### src/rtl/adc_cread_pkg.sv
package adc_cread_pkg;

  localparam logic [7:0] CMD_ENTER = 8'h5C;
  localparam logic [7:0] CMD_EXIT  = 8'h58;

  typedef enum logic [1:0] {
    OS_IDLE  = 2'd0,
    OS_READY = 2'd1,
    OS_SHIFT = 2'd2
  } out_state_e;

endpackage

### src/rtl/adc_cread_sync.sv
module adc_cread_sync #(
  parameter int            NUM     = 3,
  parameter int            STAGES  = 2,
  parameter logic [NUM-1:0] RST_VAL = '0
) (
  input  logic           clk,
  input  logic           rst_n,
  input  logic [NUM-1:0] async_i,
  output logic [NUM-1:0] sync_o,
  output logic [NUM-1:0] rise_o,
  output logic [NUM-1:0] fall_o
);

  for (genvar g = 0; g < NUM; g++) begin : g_line
    logic [STAGES:0] pipe_q;
    logic [STAGES:0] pipe_d;

    always_comb pipe_d = {pipe_q[STAGES-1:0], async_i[g]};

    always_ff @(posedge clk or negedge rst_n) begin
      if (!rst_n) pipe_q <= {(STAGES+1){RST_VAL[g]}};
      else        pipe_q <= pipe_d;
    end

    assign sync_o[g] = pipe_q[STAGES-1];
    assign rise_o[g] = pipe_q[STAGES-1] & ~pipe_q[STAGES];
    assign fall_o[g] = ~pipe_q[STAGES-1] & pipe_q[STAGES];
  end

endmodule

### src/rtl/adc_cread_cmd.sv
module adc_cread_cmd
  import adc_cread_pkg::*;
#(
  parameter int CMD_W      = 8,
  parameter int ONES_LIMIT = 40
) (
  input  logic clk,
  input  logic rst_n,
  input  logic cs_low_i,
  input  logic rise_i,
  input  logic din_i,
  input  logic pending_i,
  output logic mode_o,
  output logic iface_rst_o
);

  localparam int BCNT_W = $clog2(CMD_W);
  localparam int ONES_W = $clog2(ONES_LIMIT + 1);

  logic [CMD_W-1:0]  sh_q, sh_d, byte_w;
  logic [BCNT_W-1:0] bcnt_q, bcnt_d;
  logic [ONES_W-1:0] ones_q, ones_d;
  logic              mode_q, mode_d;
  logic              irst_q, irst_d;

  assign byte_w = {sh_q[CMD_W-2:0], din_i};

  always_comb begin
    sh_d   = sh_q;
    bcnt_d = bcnt_q;
    ones_d = ones_q;
    mode_d = mode_q;
    irst_d = 1'b0;
    if (!cs_low_i) begin
      bcnt_d = '0;
      ones_d = '0;
    end else if (rise_i) begin
      if (din_i && (ones_q == ONES_W'(ONES_LIMIT - 1))) begin
        ones_d = '0;
        bcnt_d = '0;
        mode_d = 1'b0;
        irst_d = 1'b1;
      end else begin
        ones_d = din_i ? (ones_q + ONES_W'(1)) : '0;
        sh_d   = byte_w;
        if (bcnt_q == BCNT_W'(CMD_W - 1)) begin
          bcnt_d = '0;
          if (!mode_q && (byte_w == CMD_ENTER[CMD_W-1:0]))
            mode_d = 1'b1;
          else if (mode_q && pending_i && (byte_w == CMD_EXIT[CMD_W-1:0]))
            mode_d = 1'b0;
        end else begin
          bcnt_d = bcnt_q + BCNT_W'(1);
        end
      end
    end
  end

  always_ff @(posedge clk or negedge rst_n) begin
    if (!rst_n) begin
      sh_q   <= '0;
      bcnt_q <= '0;
      ones_q <= '0;
      mode_q <= 1'b0;
      irst_q <= 1'b0;
    end else begin
      sh_q   <= sh_d;
      bcnt_q <= bcnt_d;
      ones_q <= ones_d;
      mode_q <= mode_d;
      irst_q <= irst_d;
    end
  end

  assign mode_o      = mode_q;
  assign iface_rst_o = irst_q;

  p_ones_bound_r8: assert property (@(posedge clk) disable iff (!rst_n)
    ones_q < ONES_W'(ONES_LIMIT));

  p_cs_clears_r10: assert property (@(posedge clk) disable iff (!rst_n)
    !cs_low_i |=> (bcnt_q == '0) && (ones_q == '0));

  p_exit_pending_r7: assert property (@(posedge clk) disable iff (!rst_n)
    ($fell(mode_q) && !irst_q) |-> $past(pending_i));

  p_irst_ends_mode_r8: assert property (@(posedge clk) disable iff (!rst_n)
    irst_q |-> !mode_q);

endmodule

### src/rtl/adc_cread_out.sv
module adc_cread_out
  import adc_cread_pkg::*;
#(
  parameter int DATA_W = 24
) (
  input  logic              clk,
  input  logic              rst_n,
  input  logic              enable_i,
  input  logic              flush_i,
  input  logic              load_i,
  input  logic [DATA_W-1:0] data_i,
  input  logic              fall_i,
  input  logic              rise_i,
  output logic              dout_o,
  output logic              pending_o
);

  localparam int CNT_W = $clog2(DATA_W);

  out_state_e        st_q, st_d;
  logic [DATA_W-1:0] sh_q, sh_d;
  logic [CNT_W-1:0]  left_q, left_d;
  logic              dout_q, dout_d;

  always_comb begin
    st_d   = st_q;
    sh_d   = sh_q;
    left_d = left_q;
    if (!enable_i || flush_i) begin
      st_d = OS_IDLE;
    end else if (load_i) begin
      st_d = OS_READY;
      sh_d = data_i;
    end else begin
      case (st_q)
        OS_READY: if (fall_i) begin
          st_d   = OS_SHIFT;
          left_d = CNT_W'(DATA_W - 1);
        end
        OS_SHIFT: begin
          if (rise_i && (left_q == '0)) begin
            st_d = OS_IDLE;
          end else if (fall_i && (left_q != '0)) begin
            sh_d   = {sh_q[DATA_W-2:0], 1'b0};
            left_d = left_q - CNT_W'(1);
          end
        end
        default: ;
      endcase
    end
    if (st_d == OS_SHIFT) dout_d = sh_d[DATA_W-1];
    else                  dout_d = (st_d == OS_IDLE);
  end

  always_ff @(posedge clk or negedge rst_n) begin
    if (!rst_n) begin
      st_q   <= OS_IDLE;
      sh_q   <= '0;
      left_q <= '0;
      dout_q <= 1'b1;
    end else begin
      st_q   <= st_d;
      sh_q   <= sh_d;
      left_q <= left_d;
      dout_q <= dout_d;
    end
  end

  assign dout_o    = dout_q;
  assign pending_o = (st_q != OS_IDLE);

  p_load_low_r3: assert property (@(posedge clk) disable iff (!rst_n)
    (load_i && enable_i && !flush_i) |=> !dout_q);

  p_ready_hold_r3: assert property (@(posedge clk) disable iff (!rst_n)
    (st_q == OS_READY && enable_i && !flush_i && !load_i && !fall_i) |=> !dout_q);

  p_idle_high_r5: assert property (@(posedge clk) disable iff (!rst_n)
    (!pending_o && !(load_i && enable_i)) |=> dout_q);

  p_shift_stable_r4: assert property (@(posedge clk) disable iff (!rst_n)
    (st_q == OS_SHIFT && enable_i && !flush_i && !load_i && !fall_i && !rise_i)
      |=> $stable(dout_q));

endmodule

### src/rtl/adc_cread_port.sv
module adc_cread_port
  import adc_cread_pkg::*;
#(
  parameter int DATA_W     = 24,
  parameter int CMD_W      = 8,
  parameter int ONES_LIMIT = 40,
  parameter int SYNC_STG   = 2
) (
  input  logic              clk,
  input  logic              rst_n,
  input  logic              conv_done,
  input  logic [DATA_W-1:0] conv_data,
  input  logic              sclk,
  input  logic              cs_n,
  input  logic              din,
  output logic              dout_rdy,
  output logic              cread_active
);

  localparam int NSIG = 3;
  localparam int I_SCLK = 0;
  localparam int I_CSN  = 1;
  localparam int I_DIN  = 2;

  logic [1:0]      rst_pipe_q;
  logic            rst_int_n;
  logic [NSIG-1:0] pin_s, pin_rise, pin_fall;
  logic            cs_low, sclk_rise, sclk_fall;
  logic            mode, iface_rst, pending;

  always_ff @(posedge clk or negedge rst_n) begin
    if (!rst_n) rst_pipe_q <= 2'b00;
    else        rst_pipe_q <= {rst_pipe_q[0], 1'b1};
  end
  assign rst_int_n = rst_pipe_q[1];

  adc_cread_sync #(
    .NUM    (NSIG),
    .STAGES (SYNC_STG),
    .RST_VAL(3'b011)
  ) u_sync (
    .clk    (clk),
    .rst_n  (rst_int_n),
    .async_i({din, cs_n, sclk}),
    .sync_o (pin_s),
    .rise_o (pin_rise),
    .fall_o (pin_fall)
  );

  assign cs_low    = ~pin_s[I_CSN];
  assign sclk_rise = pin_rise[I_SCLK] & cs_low;
  assign sclk_fall = pin_fall[I_SCLK] & cs_low;

  adc_cread_cmd #(
    .CMD_W     (CMD_W),
    .ONES_LIMIT(ONES_LIMIT)
  ) u_cmd (
    .clk        (clk),
    .rst_n      (rst_int_n),
    .cs_low_i   (cs_low),
    .rise_i     (sclk_rise),
    .din_i      (pin_s[I_DIN]),
    .pending_i  (pending),
    .mode_o     (mode),
    .iface_rst_o(iface_rst)
  );

  adc_cread_out #(
    .DATA_W(DATA_W)
  ) u_out (
    .clk      (clk),
    .rst_n    (rst_int_n),
    .enable_i (mode),
    .flush_i  (iface_rst),
    .load_i   (conv_done),
    .data_i   (conv_data),
    .fall_i   (sclk_fall),
    .rise_i   (sclk_rise),
    .dout_o   (dout_rdy),
    .pending_o(pending)
  );

  assign cread_active = mode;

  p_no_conv_outside_r9: assert property (@(posedge clk) disable iff (!rst_int_n)
    (conv_done && !mode) |=> dout_rdy);

  p_unused_edges_r10: assert property (@(posedge clk) disable iff (!rst_int_n)
    (!cs_low && !conv_done) |=> $stable(pending) || !mode);

endmodule

### config.mk
export PLATFORM = sky130hd
export DESIGN_NAME = adc_cread_port
export DESIGN_NICKNAME = d
export VERILOG_FILES = /design/src/rtl/adc_cread_pkg.sv /design/src/rtl/adc_cread_sync.sv /design/src/rtl/adc_cread_cmd.sv /design/src/rtl/adc_cread_out.sv /design/src/rtl/adc_cread_port.sv
export SDC_FILE = /design/constraint.sdc
export NUM_CORES = 1
export LEC_CHECK = 0
export BUFFER_PORTS_ARGS = -buffer_cell sky130_fd_sc_hd__buf_4
export CORE_MARGIN = 4
export CORE_UTILIZATION = 47
export CTS_BUF_LIST = sky130_fd_sc_hd__clkbuf_16
export DETAILED_ROUTE_END_ITERATION = 8
export HOLD_SLACK_MARGIN = 0.06
export PLACE_DENSITY = 0.63
export SLEW_MARGIN = 15
export SYNTH_ARGS = -nofsm -noshare
export SYNTH_HDL_FRONTEND = slang
export SYNTH_SLANG_ARGS = --single-unit
### constraint.sdc
create_clock -name clk -period 4.9 [get_ports clk]
set_clock_uncertainty 0.2 [all_clocks]
set_input_delay 0.49 -clock clk [delete_from_list [all_inputs] [get_ports clk]]
set_output_delay 0.49 -clock clk [all_outputs]
set_load 0.02 [all_outputs]
==> impl_results.md <==
* Max Clk Rate at between 0.3 and 0.4 GHz
* Row Count at 27
* Pre-CTS setup slack at 2.265 ns
* Hold Fails Final Rpt at 0
* H-tree levels at 3
* Antenna cells at 0
* DR pass1 iterations at 4
* YS warnings at 0
* Post-DP HPWL at roughly 3.8 mm
* Antenna-violating nets left at 0
* Slew margin rel. at approximately a third
* Worst setup SP type: flop
* WP data required at 4.95 ns
* DRC violation count after routing at 0
* Via count at about 2100
* Netlist cell types at 45
* Vias per cell at between 5 and 6
* Worst Path Arrival at roughly 2.7 ns
* Leakage at 1.445 nW
* CP max FO at 26
* Post-synthesis sequential area ratio at 53.47%
* Antenna violations before repair at 0
* Final Max Tran Viols at 0
* Inserted Clock Buffers at 9
* Per-cell routed wire length at roughly 16 um
* Most frequent cells in the layout: dfrtp_1 (52), a22oi_1 (43), buf_4 (33), o21ai_0 (28)
* Pin count of the biggest net entering global routing at 32
* Post-Route WL at approximately 5.8 mm
* Tot Pwr at between 1 and 1.5 mW
* RSZ-0062 raised after global routing: false
* Status: finished, final reports clean
* Most common cell after layout, fill and taps aside: dfrtp_1
* Syn Nets at roughly 290
* Crit end category: flop
* Die width at approximately 85 um
* First-pass GRT wire length at between 9 and 10 mm
* Final Cycle Share at 54.09%
* Clk sinks at slightly below 60
* Netlist Area Pre-Place at 0.002775 mm2
* Setup TNS at 0 ns
* Endpoints failing setup at 0
* Gr usage total at 17.15%
* WS Path Type: reg2reg
* Number of flops mapped to enable cells by yosys at 0
* Top Metal Used: met4
* Area of the core at between 0.005 and 0.006 mm2
* Die height at 84.84 um
* Max cap viols at 0
* # IOs at 32
* Peak supply drop at ~0.29 mV
* Final nets at between 300 and 400
* Worst skew pair latency at ~0.33 ns
* CTS max path bufs at 2
* Main synth FF type: dfrtp_1
* Min-delay worst type: reg2async
* Routed length on met1 at ~2.8 mm
* Root Buffer: clkbuf_16
* Port bufs at 31
* Grt ovf at 0
* Final worst slack at about 2.2 ns
* Ys async rst share at 100.0%
* CP max stage cell: or3_1
* CP peak stage delay at 0.70 ns
* #FFs+latches synth at 59
* WL met2 at about 2.6 mm
* Reg clk slew, reported paths at roughly 0.05 ns
* Final min period at approximately 2.7 ns
* Pwr/cell area at 364.2 mW/mm2
* Fillers at slightly below 500
* Hold WS at 0.06688 ns
* WL met3 at roughly 270 um
* Post CTS Setup Buffer Count at 0
* Vias in the first global route at 2087
* CP cell instances: nand2b_1 > or3_1 > or4_1 > a21boi_1
* Die ar. at 0.007198 mm2
* DR iter-0 viols at around 170
* Synth-to-layout area growth at 21.37%
* FF-to-FF path depth at 4
* Layout Utilization at approximately 60%
* Initial Util at 49.49%
* GP Congestion at ~0.74
* Layout cells sized above 1 at between 20% and 30%
* TritonCTS clock tree: done
* Synth Instances at 249
* Syn_area_per_cell at between 10 and 15 um2
* Measured slew at the worst slew-check pin at ~1.0 ns
==> cell usage after synthesis (4+ instances only) <==
cell,n,area (um2)
nor2_1,9,33.78
inv_1,8,30.03
dfrtp_1,53,1326
dfstp_2,6,157.7
nand2_1,5,18.77
a22oi_1,43,322.8
nand3_1,5,25.02
mux2_2,7,78.83
clkbuf_1,13,48.80
o31ai_1,4,30.03
o21ai_0,28,140.1
or3_1,4,25.02
nand2b_1,4,25.02
nor2b_1,4,25.02
ha_1,8,100.1
==> state kept, by name, summed over array words and instances (netlist names), 2 cells and up <==
name	cells
u_cmd.bcnt_q	3
u_out.st_q	2
u_out.sh_q	24
u_cmd.sh_q	7
u_cmd.ones_q	6
u_out.left_q	5
u_sync.g_line.pipe_q	7
rst_pipe_q	2
==> metrics by stage <==
stage          instance area, um2  std cells
3_3_place_gp                 3055        339
6_report                     3368        357
2_1_floorplan                2775        249
3_5_place_dp                 3055        339
4_1_cts                      3368        357
5_1_grt                      3368        357
==> kinds of logic (layout without fill, tap and decap cells) <==
| family | count (synthesis) | count (layout) | share of synthesized area, % |
|---|---|---|---|
| xor gates and xnor gates | 4 | 4 | 1.263 |
| and+or+nand+nor | 51 | 51 | 11.00 |
| AOI/OAI and AO/OA | 95 | 95 | 23.90 |
| buffers and inverters | 23 | 59 | 3.426 |
| DFF | 59 | 59 | 53.47 |
| muxes | 8 | 8 | 3.201 |
| adders and majority gates | 8 | 8 | 3.607 |
| other | 1 | 1 | 0.1351 |
==> path summary, 6_finish.rpt <==
path                                    from                         end  slack, ns
max in group asynchronous      rst_pipe_q[1]  u_sync.g_line[0].pipe_q[2]       3.58
hold / removal                 rst_pipe_q[1]               u_out.sh_q[0]       0.07
setup / recovery           u_cmd.iface_rst_o             u_out.left_q[3]       2.25
setup reg to reg           u_cmd.iface_rst_o             u_out.left_q[3]       2.25
min in group clk                         din  u_sync.g_line[2].pipe_q[0]       0.07
hold reg to reg                rst_pipe_q[1]               u_out.sh_q[0]       0.07
==> repair_timing <==
item,in CTS,in global routing
gates resized for setup,0,0
endpoints found under the hold margin,3,0
hold buffers,2,0
==> layout make-up <==
class	count	area, um2	area share, %
sequential	59	1485	44.09
multi-input combinational	167	1202	35.70
timing repair buffer	35	267.8	7.949
clock buffer	9	225.2	6.686
tap	72	90.09	2.675
clock inverter	7	67.56	2.006
inverter	8	30.03	0.8915
==> worst max-delay path: cells and delay by family, from the launching register on <==
family / cells / cell delay (ns)
DFF: 1 / 0.37
AOI/OAI and AO/OA: 1 / 0.14
and+or+nand+nor: 3 / 1.84
==> per-layer routing <==
layer,vias up,global-route usage (%)
met5,-,0
met4,0,6.475
met3,9,6.019
met2,38,24.20
met1,1010,24.30
li1,1008,-
==> report_power, final <==
part / switching [mW] / total [mW] / internal [mW]
sequential: 0.0246 / 0.545 / 0.521
clock: 0.222 / 0.612 / 0.391
combinational: 0.0263 / 0.0689 / 0.0426
Power figures use the tool's default switching activity.
